--- src/rtl/i2c_scl_pkg.sv ---
package i2c_scl_pkg;

  typedef enum logic [1:0] {
    PH_IDLE = 2'd0,
    PH_LOW  = 2'd1,
    PH_WAIT = 2'd2,
    PH_HIGH = 2'd3
  } scl_phase_e;

endpackage

--- src/rtl/scl_bit_sync.sv ---
module scl_bit_sync #(
  parameter int   STAGES  = 2,
  parameter logic RST_VAL = 1'b0
) (
  input  logic clk,
  input  logic rst_n,
  input  logic d,
  output logic q
);

  logic [STAGES-1:0] chain_d;
  logic [STAGES-1:0] chain_q;

  for (genvar i = 0; i < STAGES; i++) begin : g_stage
    if (i == 0) begin : g_first
      assign chain_d[i] = d;
    end else begin : g_next
      assign chain_d[i] = chain_q[i-1];
    end
  end

  always_ff @(posedge clk or negedge rst_n) begin
    if (!rst_n) chain_q <= {STAGES{RST_VAL}};
    else        chain_q <= chain_d;
  end

  assign q = chain_q[STAGES-1];

endmodule

--- src/rtl/scl_half_counter.sv ---
module scl_half_counter #(
  parameter int CNT_W = 8
) (
  input  logic             clk,
  input  logic             rst_n,
  input  logic             clr,
  input  logic             load,
  input  logic             dec,
  input  logic [CNT_W-1:0] load_val,
  output logic [CNT_W-1:0] cnt,
  output logic             zero
);

  localparam logic [CNT_W-1:0] MIN_LOAD = {{(CNT_W-1){1'b0}}, 1'b1};

  logic [CNT_W-1:0] cnt_d;
  logic [CNT_W-1:0] cnt_q;

  always_comb begin
    cnt_d = cnt_q;
    if (clr) begin
      cnt_d = '0;
    end else if (load) begin
      cnt_d = (load_val == '0) ? MIN_LOAD : load_val;
    end else if (dec && (cnt_q != '0)) begin
      cnt_d = cnt_q - MIN_LOAD;
    end
  end

  always_ff @(posedge clk or negedge rst_n) begin
    if (!rst_n) cnt_q <= '0;
    else        cnt_q <= cnt_d;
  end

  assign cnt  = cnt_q;
  assign zero = (cnt_q == '0);

  // at zero the count holds, it never wraps to the top
  p_hold_zero_r2: assert property (@(posedge clk) disable iff (!rst_n)
    (!clr && !load && cnt_q == '0) |=> (cnt_q == '0));

  // a load never leaves the counter at zero
  p_reload_min_r6: assert property (@(posedge clk) disable iff (!rst_n)
    (load && !clr) |=> (cnt_q != '0));

  // without a count enable or load the value is frozen
  p_suspend_r3: assert property (@(posedge clk) disable iff (!rst_n)
    (!dec && !load && !clr) |=> $stable(cnt_q));

endmodule

--- src/rtl/scl_phase_fsm.sv ---
module scl_phase_fsm
  import i2c_scl_pkg::*;
#(
  parameter int CNT_W = 8
) (
  input  logic             clk,
  input  logic             rst_n,
  input  logic             en,
  input  logic             scl_sync,
  input  logic             zero,
  input  logic [CNT_W-1:0] cnt,
  output logic             load,
  output logic             clr,
  output logic             dec,
  output logic             drive_low,
  output logic             low_end,
  output logic             high_end
);

  scl_phase_e state_d;
  scl_phase_e state_q;

  always_comb begin
    state_d  = state_q;
    load     = 1'b0;
    low_end  = 1'b0;
    high_end = 1'b0;
    clr      = !en;
    dec      = (state_q == PH_LOW) || (state_q == PH_HIGH);
    unique case (state_q)
      PH_IDLE: begin
        if (en) begin
          state_d = PH_LOW;
          load    = 1'b1;
        end
      end
      PH_LOW: begin
        if (!en) begin
          state_d = PH_IDLE;
        end else if (zero) begin
          state_d = PH_WAIT;
          low_end = 1'b1;
        end
      end
      PH_WAIT: begin
        if (!en) begin
          state_d = PH_IDLE;
        end else if (scl_sync) begin
          state_d = PH_HIGH;
          load    = 1'b1;
        end
      end
      PH_HIGH: begin
        if (!en) begin
          state_d = PH_IDLE;
        end else if (zero) begin
          state_d  = PH_LOW;
          load     = 1'b1;
          high_end = 1'b1;
        end
      end
      default: state_d = PH_IDLE;
    endcase
  end

  always_ff @(posedge clk or negedge rst_n) begin
    if (!rst_n) state_q <= PH_IDLE;
    else        state_q <= state_d;
  end

  assign drive_low = (state_q == PH_LOW);

  // the end of a low half releases the line next cycle
  p_low_release_r2: assert property (@(posedge clk) disable iff (!rst_n)
    low_end |=> !drive_low);

  // the end of a high half pulls the line low with a fresh count
  p_high_drive_r4: assert property (@(posedge clk) disable iff (!rst_n)
    high_end |=> (drive_low && cnt != '0));

  // a synchronized high while waiting starts a full count
  p_wait_reload_r4: assert property (@(posedge clk) disable iff (!rst_n)
    (state_q == PH_WAIT && scl_sync && en) |=> (cnt != '0 && !drive_low));

  // while the line is still low after release, nothing advances
  p_stretch_r3: assert property (@(posedge clk) disable iff (!rst_n)
    (state_q == PH_WAIT && !scl_sync && en) |=> ($stable(cnt) && !low_end && !high_end));

  // both boundary marks last a single cycle
  p_single_low_r5: assert property (@(posedge clk) disable iff (!rst_n)
    low_end |=> !low_end);
  p_single_high_r5: assert property (@(posedge clk) disable iff (!rst_n)
    high_end |=> !high_end);

  // disabling releases the line and silences the marks
  p_disabled_r7: assert property (@(posedge clk) disable iff (!rst_n)
    !en |=> (!drive_low && !low_end && !high_end && cnt == '0));

endmodule

--- src/rtl/i2c_scl_gen.sv ---
module i2c_scl_gen #(
  parameter int CNT_W       = 8,
  parameter int SYNC_STAGES = 2
) (
  input  logic             clk,
  input  logic             rst_n,
  input  logic             enable,
  input  logic             tick,
  input  logic [CNT_W-1:0] reload_val,
  input  logic             scl_in,
  output logic             scl_drive_low,
  output logic             low_end,
  output logic             high_end
);

  localparam int RST_STAGES = 2;

  logic             rst_n_int;
  logic             scl_sync;
  logic             zero;
  logic             load;
  logic             clr;
  logic             dec_req;
  logic [CNT_W-1:0] cnt;

  scl_bit_sync #(.STAGES(RST_STAGES), .RST_VAL(1'b0)) u_rst_sync (
    .clk   (clk),
    .rst_n (rst_n),
    .d     (1'b1),
    .q     (rst_n_int)
  );

  scl_bit_sync #(.STAGES(SYNC_STAGES), .RST_VAL(1'b1)) u_scl_sync (
    .clk   (clk),
    .rst_n (rst_n_int),
    .d     (scl_in),
    .q     (scl_sync)
  );

  scl_half_counter #(.CNT_W(CNT_W)) u_cnt (
    .clk      (clk),
    .rst_n    (rst_n_int),
    .clr      (clr),
    .load     (load),
    .dec      (dec_req && tick),
    .load_val (reload_val),
    .cnt      (cnt),
    .zero     (zero)
  );

  scl_phase_fsm #(.CNT_W(CNT_W)) u_fsm (
    .clk       (clk),
    .rst_n     (rst_n_int),
    .en        (enable),
    .scl_sync  (scl_sync),
    .zero      (zero),
    .cnt       (cnt),
    .load      (load),
    .clr       (clr),
    .dec       (dec_req),
    .drive_low (scl_drive_low),
    .low_end   (low_end),
    .high_end  (high_end)
  );

  // held quiet throughout reset
  p_reset_quiet_r1: assert property (@(posedge clk)
    !rst_n_int |-> (!scl_drive_low && !low_end && !high_end));

  // the marks line up with the line level
  p_low_mark_r5: assert property (@(posedge clk) disable iff (!rst_n_int)
    $fell(scl_drive_low) |-> $past(low_end) || !$past(enable));

endmodule

--- config.mk ---
export PLATFORM = sky130hd
export DESIGN_NAME = i2c_scl_gen
export DESIGN_NICKNAME = d
export VERILOG_FILES = /design/src/rtl/i2c_scl_pkg.sv /design/src/rtl/scl_bit_sync.sv /design/src/rtl/scl_half_counter.sv /design/src/rtl/scl_phase_fsm.sv /design/src/rtl/i2c_scl_gen.sv
export SDC_FILE = /design/constraint.sdc
export NUM_CORES = 1
export LEC_CHECK = 0
export ABC_CLOCK_PERIOD_IN_PS = 5100
export BUFFER_PORTS_ARGS = -buffer_cell sky130_fd_sc_hd__buf_4
export CELL_PAD_IN_SITES_DETAIL_PLACEMENT = 1
export CELL_PAD_IN_SITES_GLOBAL_PLACEMENT = 1
export CORE_MARGIN = 4
export CORE_UTILIZATION = 43
export CTS_CLUSTER_SIZE = 14
export DETAILED_ROUTE_END_ITERATION = 7
export PLACE_DENSITY = 0.82
export SLEW_MARGIN = 20
export SYNTH_ARGS = -nofsm -noshare
export SYNTH_HDL_FRONTEND = slang
export SYNTH_SLANG_ARGS = --single-unit
--- constraint.sdc ---
create_clock -name clk -period 5.1 [get_ports clk]
set_input_delay 0.51 -clock clk [delete_from_list [all_inputs] [get_ports clk]]
set_output_delay 0.51 -clock clk [all_outputs]
set_load 0.02 [all_outputs]
-- Word-level counts from Yosys, hierarchy flattened
Index checks and enable logic that the tools add are counted.
- flip-flop bits (word level): 14
- input bits: 13
- output and inout port bits: 3
- word-level logic and storage cells: 41
- add/subtract/negate cells: 1
- equal/unequal tests: 8
- mux-type cells: 20
- reduce and logical (&&, ||, !) cells: 8
- operators by type and width (kind ; number):
    $mux 8 ; 4
    $logic_not 8->1 ; 2
    $mux 2 ; 7
    $pmux 2 s4 ; 1
    $reduce_bool 8->1 ; 1
    $sub 8x1->8 const B ; 1
    $mux 1 ; 7
    $ne 3x3->1 const B ; 2
    $eq 2x2->1 const B ; 2
    $reduce_and 4->1 ; 1
    $ne 3x1->1 const B ; 1
    $ne 3x2->1 const B ; 1
    $pmux 1 s3 ; 1
    $eq 2x1->1 const B ; 1
    $logic_and 1x1->1 ; 2
    $logic_not 2->1 ; 1
    $ne 2x2->1 const B ; 1
    $logic_or 1x1->1 ; 1

-- Longest topological paths before layout
Gate-level depths: netlist of run 1.
- word-level depth: 7
- mapped depth: 8
- mapped depth without buffers: 7

-- By module
A second synthesis of run 1 with hierarchy kept.
- cells, all modules: 83
- area, all modules: 789.5 um^2
- modules (own cells, without submodules) (module ; instances ; cells each ; area each (um^2) ; seq. area each (um^2)):
    scl_half_counter ; 1 ; 61 ; 539.3 ; 200.2
    scl_phase_fsm ; 1 ; 16 ; 137.6 ; 50.0
    scl_bit_sync at u_scl_sync ; 1 ; 2 ; 52.6 ; 52.6
    scl_bit_sync at u_rst_sync ; 1 ; 2 ; 50.0 ; 50.0
    i2c_scl_gen ; 1 ; 2 ; 10.0 ; 0.0

-- Worst setup path after synthesis of run 1
No wires, ideal clock.
- path type: flip-flop to output port
- start: register u_cnt.cnt_q[4] (netlist: u_cnt.cnt[4])
- end: output low_end
- arrival: 1.803 ns
- data required time: 4.590 ns
- path slack: 2.787 ns
- cell stages (with the launch flop): 4
- path buffers: 0
- cells stage by stage: dfrtp_1 -> or4_4 -> nor3_4 -> nor3b_1
- word-level cells in the longest chain between the ends: 4
- ends and longest elaborated chain (what ; RTL line ; source):
    start, declared ; scl_half_counter.sv:17 ; logic [CNT_W-1:0] cnt_q;
    start signal, assigned ; scl_half_counter.sv:32 ; else cnt_q <= cnt_d;
    $logic_not 8->1 ; scl_half_counter.sv:36 ; assign zero = (cnt_q == '0);
    $mux 1 ; scl_phase_fsm.sv:40 ; end else if (zero) begin
    $mux 1 ; scl_phase_fsm.sv:38 ; if (!en) begin
    $mux 1 ; scl_phase_fsm.sv:30 ; unique case (state_q)
    end, declared ; i2c_scl_gen.sv:12 ; output logic low_end,
Every way passes these cells.

-- Final worst setup path of run 1
Ends and elaborated chain as after synthesis.

==> results of run 1 <==
power by group:
part / internal (mW) / switching, mW / total [mW]
sequential: 0.141 / 0.0439 / 0.185
clock: 0.0273 / 0.0332 / 0.0605
combinational: 0.0997 / 0.116 / 0.215
per-layer routing:
layer / part of all wire / track usage / up-vias
met5: 0 / 0 / -
met4: 0.0034 / 0.05381 / 0
met3: 0.057 / 0.03499 / 2
met2: 0.52 / 0.2870 / 15
met1: 0.41 / 0.1867 / 304
li1: - / - / 303
Yosys cell counts:
cell type | n | area (um2)
nand2_1 | 5 | 18.77
nor2b_1 | 2 | 12.51
a41oi_4 | 1 | 27.53
xnor2_1 | 5 | 43.79
and4_2 | 1 | 10.01
buf_6 | 2 | 22.52
or2b_2 | 1 | 8.760
mux2i_1 | 2 | 20.02
o21ai_0 | 7 | 35.03
o311a_2 | 1 | 11.26
dlygate4sd1_1 | 1 | 8.760
or4_1 | 2 | 15.01
a21oi_1 | 5 | 25.02
a31oi_1 | 1 | 6.260
conb_1 | 1 | 3.750
dfrtp_1 | 12 | 300.3
o211a_1 | 1 | 10.01
or4_4 | 1 | 11.26
xor2_1 | 1 | 8.760
nand3_1 | 1 | 5.000
ha_1 | 1 | 12.51
dfstp_2 | 2 | 52.55
and2b_2 | 1 | 8.760
o311ai_0 | 1 | 8.760
or3_1 | 1 | 6.260
inv_1 | 2 | 7.510
nor3_4 | 1 | 16.27
nor3b_1 | 2 | 15.01
nor4_1 | 3 | 18.77
and2_1 | 1 | 6.260
or4_2 | 1 | 8.760
o31ai_1 | 1 | 7.510
nor3_1 | 2 | 10.01
nor2_1 | 2 | 7.510
worst max-delay path: stages (launching register included):
cell     delay (ns)
dfrtp_1        0.43
or4_4          0.60
nor3_4         0.31
nor3b_1        0.25
buf_4          0.18
stage by stage:
stage | hold slack, ns | power (mW) | cell area [um2] | std cells
6_report | 0.1988 | 0.4608 | 935.9 | 115
5_1_grt | 0.2596 | 0.4988 | 935.9 | 115
4_1_cts | 0.2264 | 0.4670 | 935.9 | 115
3_5_place_dp | 0.2167 | 0.4031 | 903.4 | 111
3_3_place_gp | 0.2025 | 0.3894 | 903.4 | 111
2_1_floorplan | 0.1457 | 0.3545 | 790.8 | 74
cell type report:
| cell class | count | share of cell area |
|---|---|---|
| tap | 25 | 0.03342 |
| clock buffer | 3 | 0.02406 |
| sequential | 14 | 0.3770 |
| inverter | 2 | 0.008021 |
| timing repair buffer | 16 | 0.1310 |
| multi-input combinational | 55 | 0.4265 |
sequential cells by signal, indices dropped and copies added, names as in the netlist:
register / count
u_rst_sync.chain_q: 2
u_scl_sync.chain_q: 2
u_cnt.cnt: 8
u_fsm.state_q: 2
cells by family (layout without fill, tap and decap cells):
family                   after synthesis  count (layout)  synth area share
AND/OR/NAND/NOR                       27              27            0.2263
AO/OA/AOI/OAI                         18              18            0.1661
flip-flops                            14              14            0.4462
XOR/XNOR                               6               6           0.06646
buffers and inverters                  5              21           0.04905
multiplexers                           2               2           0.02532
adder cells (fa/ha/maj)                1               1           0.01582
other                                  1               1          0.004742
worst max path at each step:
stage / start / to / slack, ns
2_1_floorplan: u_cnt.cnt[4] / low_end / 2.79
3_3_place_gp: u_cnt.cnt[4] / low_end / 2.93
3_5_place_dp: u_cnt.cnt[4] / low_end / 2.84
4_1_cts: u_cnt.cnt[4] / low_end / 2.53
5_1_grt: u_cnt.cnt[4] / low_end / 2.41
6_report: u_cnt.cnt[4] / low_end / 2.55
==> impl_metrics.env, run 1 <==
export IMPL_outcome="finished, final reports clean"
export IMPL_avgViaCountPerCell=5.426
export IMPL_cts_max_level=1
export IMPL_netlist_instances=74
export IMPL_avgSynthCellArea_um2=10.69
export IMPL_hold_viol_final=0
export IMPL_ctsResizeCount=0
export IMPL_arrival_ns=2.04
export IMPL_rr_startpoint="u_cnt.cnt[4]"
export IMPL_layout_commonest_cell="buf_4"
export IMPL_ff2ff_path_depth=5
export IMPL_synth_seq_cells=14
export IMPL_rsz0062_at_grt="no"
export IMPL_post_place_ws_ns=2.841
export IMPL_totalWireLength_mm=1.770
export IMPL_fmax_mhz=392.8
export IMPL_rows=15
export IMPL_drc=0
export IMPL_end_kind="output port"
export IMPL_cts_hold_buf=1
export IMPL_timing_rr_end="u_cnt.cnt[6]"
export IMPL_worstSetupPathType="register to output port"
export IMPL_grt_pass1_wl_mm=2.987
export IMPL_gp_congestion=0.8522
export IMPL_fin_util=0.5420
export IMPL_irDropWorstVdd_uv=191.8
export IMPL_nets=106
export IMPL_drive_gt1_frac=0.3111
export IMPL_ant_nets=0
export IMPL_netlist_area_um2=790.8
export IMPL_coreArea_mm2=0.001727
export IMPL_power_density_mw_per_mm2=492.3
export IMPL_die_width_um=50.89
export IMPL_drv_slew=0
export IMPL_io_buffers=15
export IMPL_wl_per_cell_um=15.39
export IMPL_first_iter_violations=5
export IMPL_cp_required_ns=4.59
export IMPL_clkSinkCount=14
export IMPL_grt_pass1_vias=658
export IMPL_grt_max_degree=17
export IMPL_root_buffer="clkbuf_4"
export IMPL_antenna_found_initial=0
export IMPL_cp_start_kind="register"
export IMPL_mostFrequentLayoutCells="buf_4, dfrtp_1, o21ai_0"
export IMPL_cap_viol_max_count=0
export IMPL_tns_ns=0
export IMPL_multi_input_area_um2=399.1
export IMPL_post_cts_setup_buffers=0
export IMPL_period_share=0.4992
export IMPL_clkLatencyLatePin_ns=0.27
export IMPL_vias=624
export IMPL_die_area_mm2=0.002589
export IMPL_synth_warning_count=0
export IMPL_die_h_um=50.89
export IMPL_reg2reg_setup_slack_ns=2.96
export IMPL_initial_core_util=0.4580
export IMPL_firstDrtPassIters=4
export IMPL_regArea_um2=352.8
export IMPL_num_antenna_cells=0
export IMPL_hp_class="register to async pin"
export IMPL_worst_slack_ns=2.554
export IMPL_cts_buffers=3
export IMPL_gr_total_overflow=0
export IMPL_clkTransAtPathRegs_ns=0.08
export IMPL_p_leak_nw=0.3963
export IMPL_num_io_pins=16
export IMPL_synth_distinct_cells=34
export IMPL_syn_to_final_growth_pct=18.35
export IMPL_cts_buffer_depth=2
export IMPL_period_minus_slack_ns=2.546
export IMPL_setup_viol=0
export IMPL_syn_num_nets=88
export IMPL_fillers=209
export IMPL_fin_skew_ns=0.002140
export IMPL_grtUsageTotal=0.1597
export IMPL_seq_area_frac_synth=0.4462
export IMPL_cts_tree="yes"
export IMPL_crit_fanout=6
(Power assumes the default switching activity.)
==> run 2, diff against run 1 <==
--- a/config.mk
+++ b/config.mk
@@ -5,15 +5,16 @@
 export SDC_FILE = /design/constraint.sdc
 export NUM_CORES = 1
 export LEC_CHECK = 0
-export ABC_CLOCK_PERIOD_IN_PS = 5100
+export ABC_AREA = 1
+export ABC_CLOCK_PERIOD_IN_PS = 2200
 export BUFFER_PORTS_ARGS = -buffer_cell sky130_fd_sc_hd__buf_4
 export CELL_PAD_IN_SITES_DETAIL_PLACEMENT = 1
 export CELL_PAD_IN_SITES_GLOBAL_PLACEMENT = 1
 export CORE_MARGIN = 4
-export CORE_UTILIZATION = 43
+export CORE_UTILIZATION = 35
 export CTS_CLUSTER_SIZE = 14
 export DETAILED_ROUTE_END_ITERATION = 7
-export PLACE_DENSITY = 0.82
+export PLACE_DENSITY = 0.75
 export SLEW_MARGIN = 20
 export SYNTH_ARGS = -nofsm -noshare
 export SYNTH_HDL_FRONTEND = slang
==> constraint.sdc (replaced) <==
create_clock -name clk -period 2.2 [get_ports clk]
set_input_delay 0.22 -clock clk [delete_from_list [all_inputs] [get_ports clk]]
set_output_delay 0.22 -clock clk [all_outputs]
set_load 0.02 [all_outputs]
==> run 2 against run 1 <==
Net effect: non-clock buffer count is the same; largest power group unchanged; synthesized area rose by 22%; combinational power rose to 4.4 times the previous value; largest cell class unchanged.
==> impl_metrics.env, run 2 <==
export IMPL_hp_class="input port to register"
export IMPL_netlist_top_cells_area="dfrtp_1, nand2_1, nor2_4, dfstp_2, nand2_2"
export IMPL_irDropWorstVdd_uv=645.4
export IMPL_cts_buffers=3
export IMPL_ant_nets=0
export IMPL_vias=875
export IMPL_firstDrtPassIters=4
export IMPL_synth_top_area_cell="dfrtp_1"
export IMPL_cts_max_level=1
export IMPL_cts_hold_buf=1
export IMPL_clkSinkCount=14
export IMPL_die_width_um=60.43
export IMPL_synth_ff_type="dfrtp_1"
export IMPL_period_share=0.9134
export IMPL_clkLatencyLatePin_ns=0.28
export IMPL_post_cts_setup_buffers=0
export IMPL_antenna_found_initial=0
export IMPL_avgSynthCellArea_um2=7.345
export IMPL_arrival_ns=1.79
export IMPL_layout_commonest_cell="nand2_1"
export IMPL_cp_start_kind="register"
export IMPL_gp_congestion=0.7830
export IMPL_syn_num_nets=145
export IMPL_grtUsageTotal=0.1607
export IMPL_coreArea_mm2=0.002545
export IMPL_num_antenna_cells=0
export IMPL_synth_distinct_cells=25
export IMPL_cts_tree="yes"
export IMPL_synth_top_area_frac=0.3121
export IMPL_grt_max_degree=15
export IMPL_rows=18
export IMPL_synth_warning_count=0
export IMPL_synth_edff_count=0
export IMPL_post_synth_top_count_cell="nand2_1"
export IMPL_gr_total_overflow=0
export IMPL_drc=0
export IMPL_fmax_mhz=497.6
export IMPL_synthArstFlopShare=1.000
export IMPL_period_minus_slack_ns=2.009
export IMPL_p_leak_nw=0.5980
export IMPL_mostFrequentLayoutCells="nand2_1, buf_4, dfrtp_1"
export IMPL_fin_area_mm2=0.001139
export IMPL_hold_viol_final=0
export IMPL_root_buffer="clkbuf_4"
export IMPL_setup_viol=0
export IMPL_grt_pass1_wl_mm=4.312
export IMPL_grt_pass1_vias=972
export IMPL_nets=165
export IMPL_dp_hpwl_mm=2.139
export IMPL_placed_area_mm2=0.001092
export IMPL_worstSetupPathType="register to output port"
export IMPL_largest_register_ffs=8
export IMPL_rsz0062_at_grt="no"
export IMPL_synth_common_cells="nand2_1, dfrtp_1, inv_1"
export IMPL_num_io_pins=16
export IMPL_worst_slack_ns=0.1905
export IMPL_avgViaCountPerCell=4.861
export IMPL_totalWireLength_mm=2.513
export IMPL_drv_slew=0
export IMPL_seq_area_frac_synth=0.3667
export IMPL_fin_skew_ns=0.002411
export IMPL_ctsResizeCount=0
export IMPL_fillers=329
export IMPL_clkTransAtPathRegs_ns=0.08
export IMPL_synth_seq_cells=14
export IMPL_power_density_mw_per_mm2=1392
export IMPL_drive_gt1_frac=0.3133
export IMPL_crit_fanout=4
export IMPL_io_buffers=15
export IMPL_end_kind="output port"
export IMPL_cp_required_ns=1.98
export IMPL_wl_per_cell_um=13.96
export IMPL_initial_core_util=0.3781
export IMPL_post_place_ws_ns=0.4031
export IMPL_netlist_area_um2=962.2
export IMPL_netlist_instances=131
export IMPL_cts_buffer_depth=2
export IMPL_cap_viol_max_count=0
export IMPL_die_area_mm2=0.003652
export IMPL_syn_to_final_growth_pct=18.34
export IMPL_total_power_mw=1.585
export IMPL_die_h_um=60.43
export IMPL_reg2reg_setup_slack_ns=0.37
export IMPL_outcome="finished, final reports clean"
export IMPL_tns_ns=0
export IMPL_first_iter_violations=18
-- run 2: final cells by class --
| class | count | area [um2] | share of cell area |
|---|---|---|---|
| multi-input cells | 100 | 529.3 | 0.4648 |
| flip-flops and latches | 14 | 352.8 | 0.3099 |
| repair buffers | 16 | 122.6 | 0.1077 |
| inverters | 16 | 60.06 | 0.05275 |
| well taps | 30 | 37.54 | 0.03297 |
| clock buffers | 4 | 36.28 | 0.03187 |
-- run 2: kinds of logic (layout without fill, tap and decap cells) --
logic type | count (synthesis) | after routing | synth area share
simple gates | 82 | 82 | 0.4161
buf+inv | 17 | 36 | 0.08323
flops | 14 | 14 | 0.3667
compound gates | 13 | 13 | 0.08973
xor+xnor | 3 | 3 | 0.02731
fa+ha+maj | 1 | 1 | 0.01300
other cells | 1 | 1 | 0.003897
-- run 2: per-layer routing --
metal  share of wire  track usage  up-vias  routed length [um]
li1                -            -      442                   -
met1            0.46       0.1971      416                1155
met2            0.50       0.2917       12                1253
met3           0.026      0.01702        5                  65
met4           0.016      0.05573        0                  39
met5               0            0        -                   0
-- run 2: per-stage QoR --
step / utilization / hold WS, ns / std cells
2_1_floorplan: - / -0.07559 / 131
3_3_place_gp: 0.4292 / 0.001869 / 175
3_5_place_dp: 0.4292 / 0.003116 / 175
4_1_cts: 0.4474 / 0.04413 / 180
5_1_grt: 0.4474 / 0.03286 / 180
6_report: 0.4474 / 0.04858 / 180
-- run 2: path summary, 6_finish.rpt --
kind,startpoint,endpoint,depth (start not counted)
worst max-delay path,u_cnt.cnt[0],low_end,7
worst min-delay path,scl_in,u_scl_sync.chain_q[0],1
worst max register to register,u_cnt.cnt[0],u_cnt.cnt[6],10
worst min register to register,u_rst_sync.chain_q[1],u_cnt.cnt[0],0
max in group asynchronous,u_rst_sync.chain_q[1],u_scl_sync.chain_q[1],0
min in group asynchronous,u_rst_sync.chain_q[1],u_cnt.cnt[0],0
-- run 2: critical path: stages (launching register included) --
cell and delay [ns]:
dfrtp_1 0.39, inv_1 0.12, ha_1 0.26, nand2_2 0.09
nor2_4 0.15, nand2_1 0.12, nor3_1 0.20, buf_4 0.18
-- run 2: power by group --
part	switching [mW]	total, mW	internal, mW
Sequential	0.111	0.453	0.342
Combinational	0.612	0.949	0.337
Clock	0.0818	0.183	0.101
Total	0.805	1.58	0.780
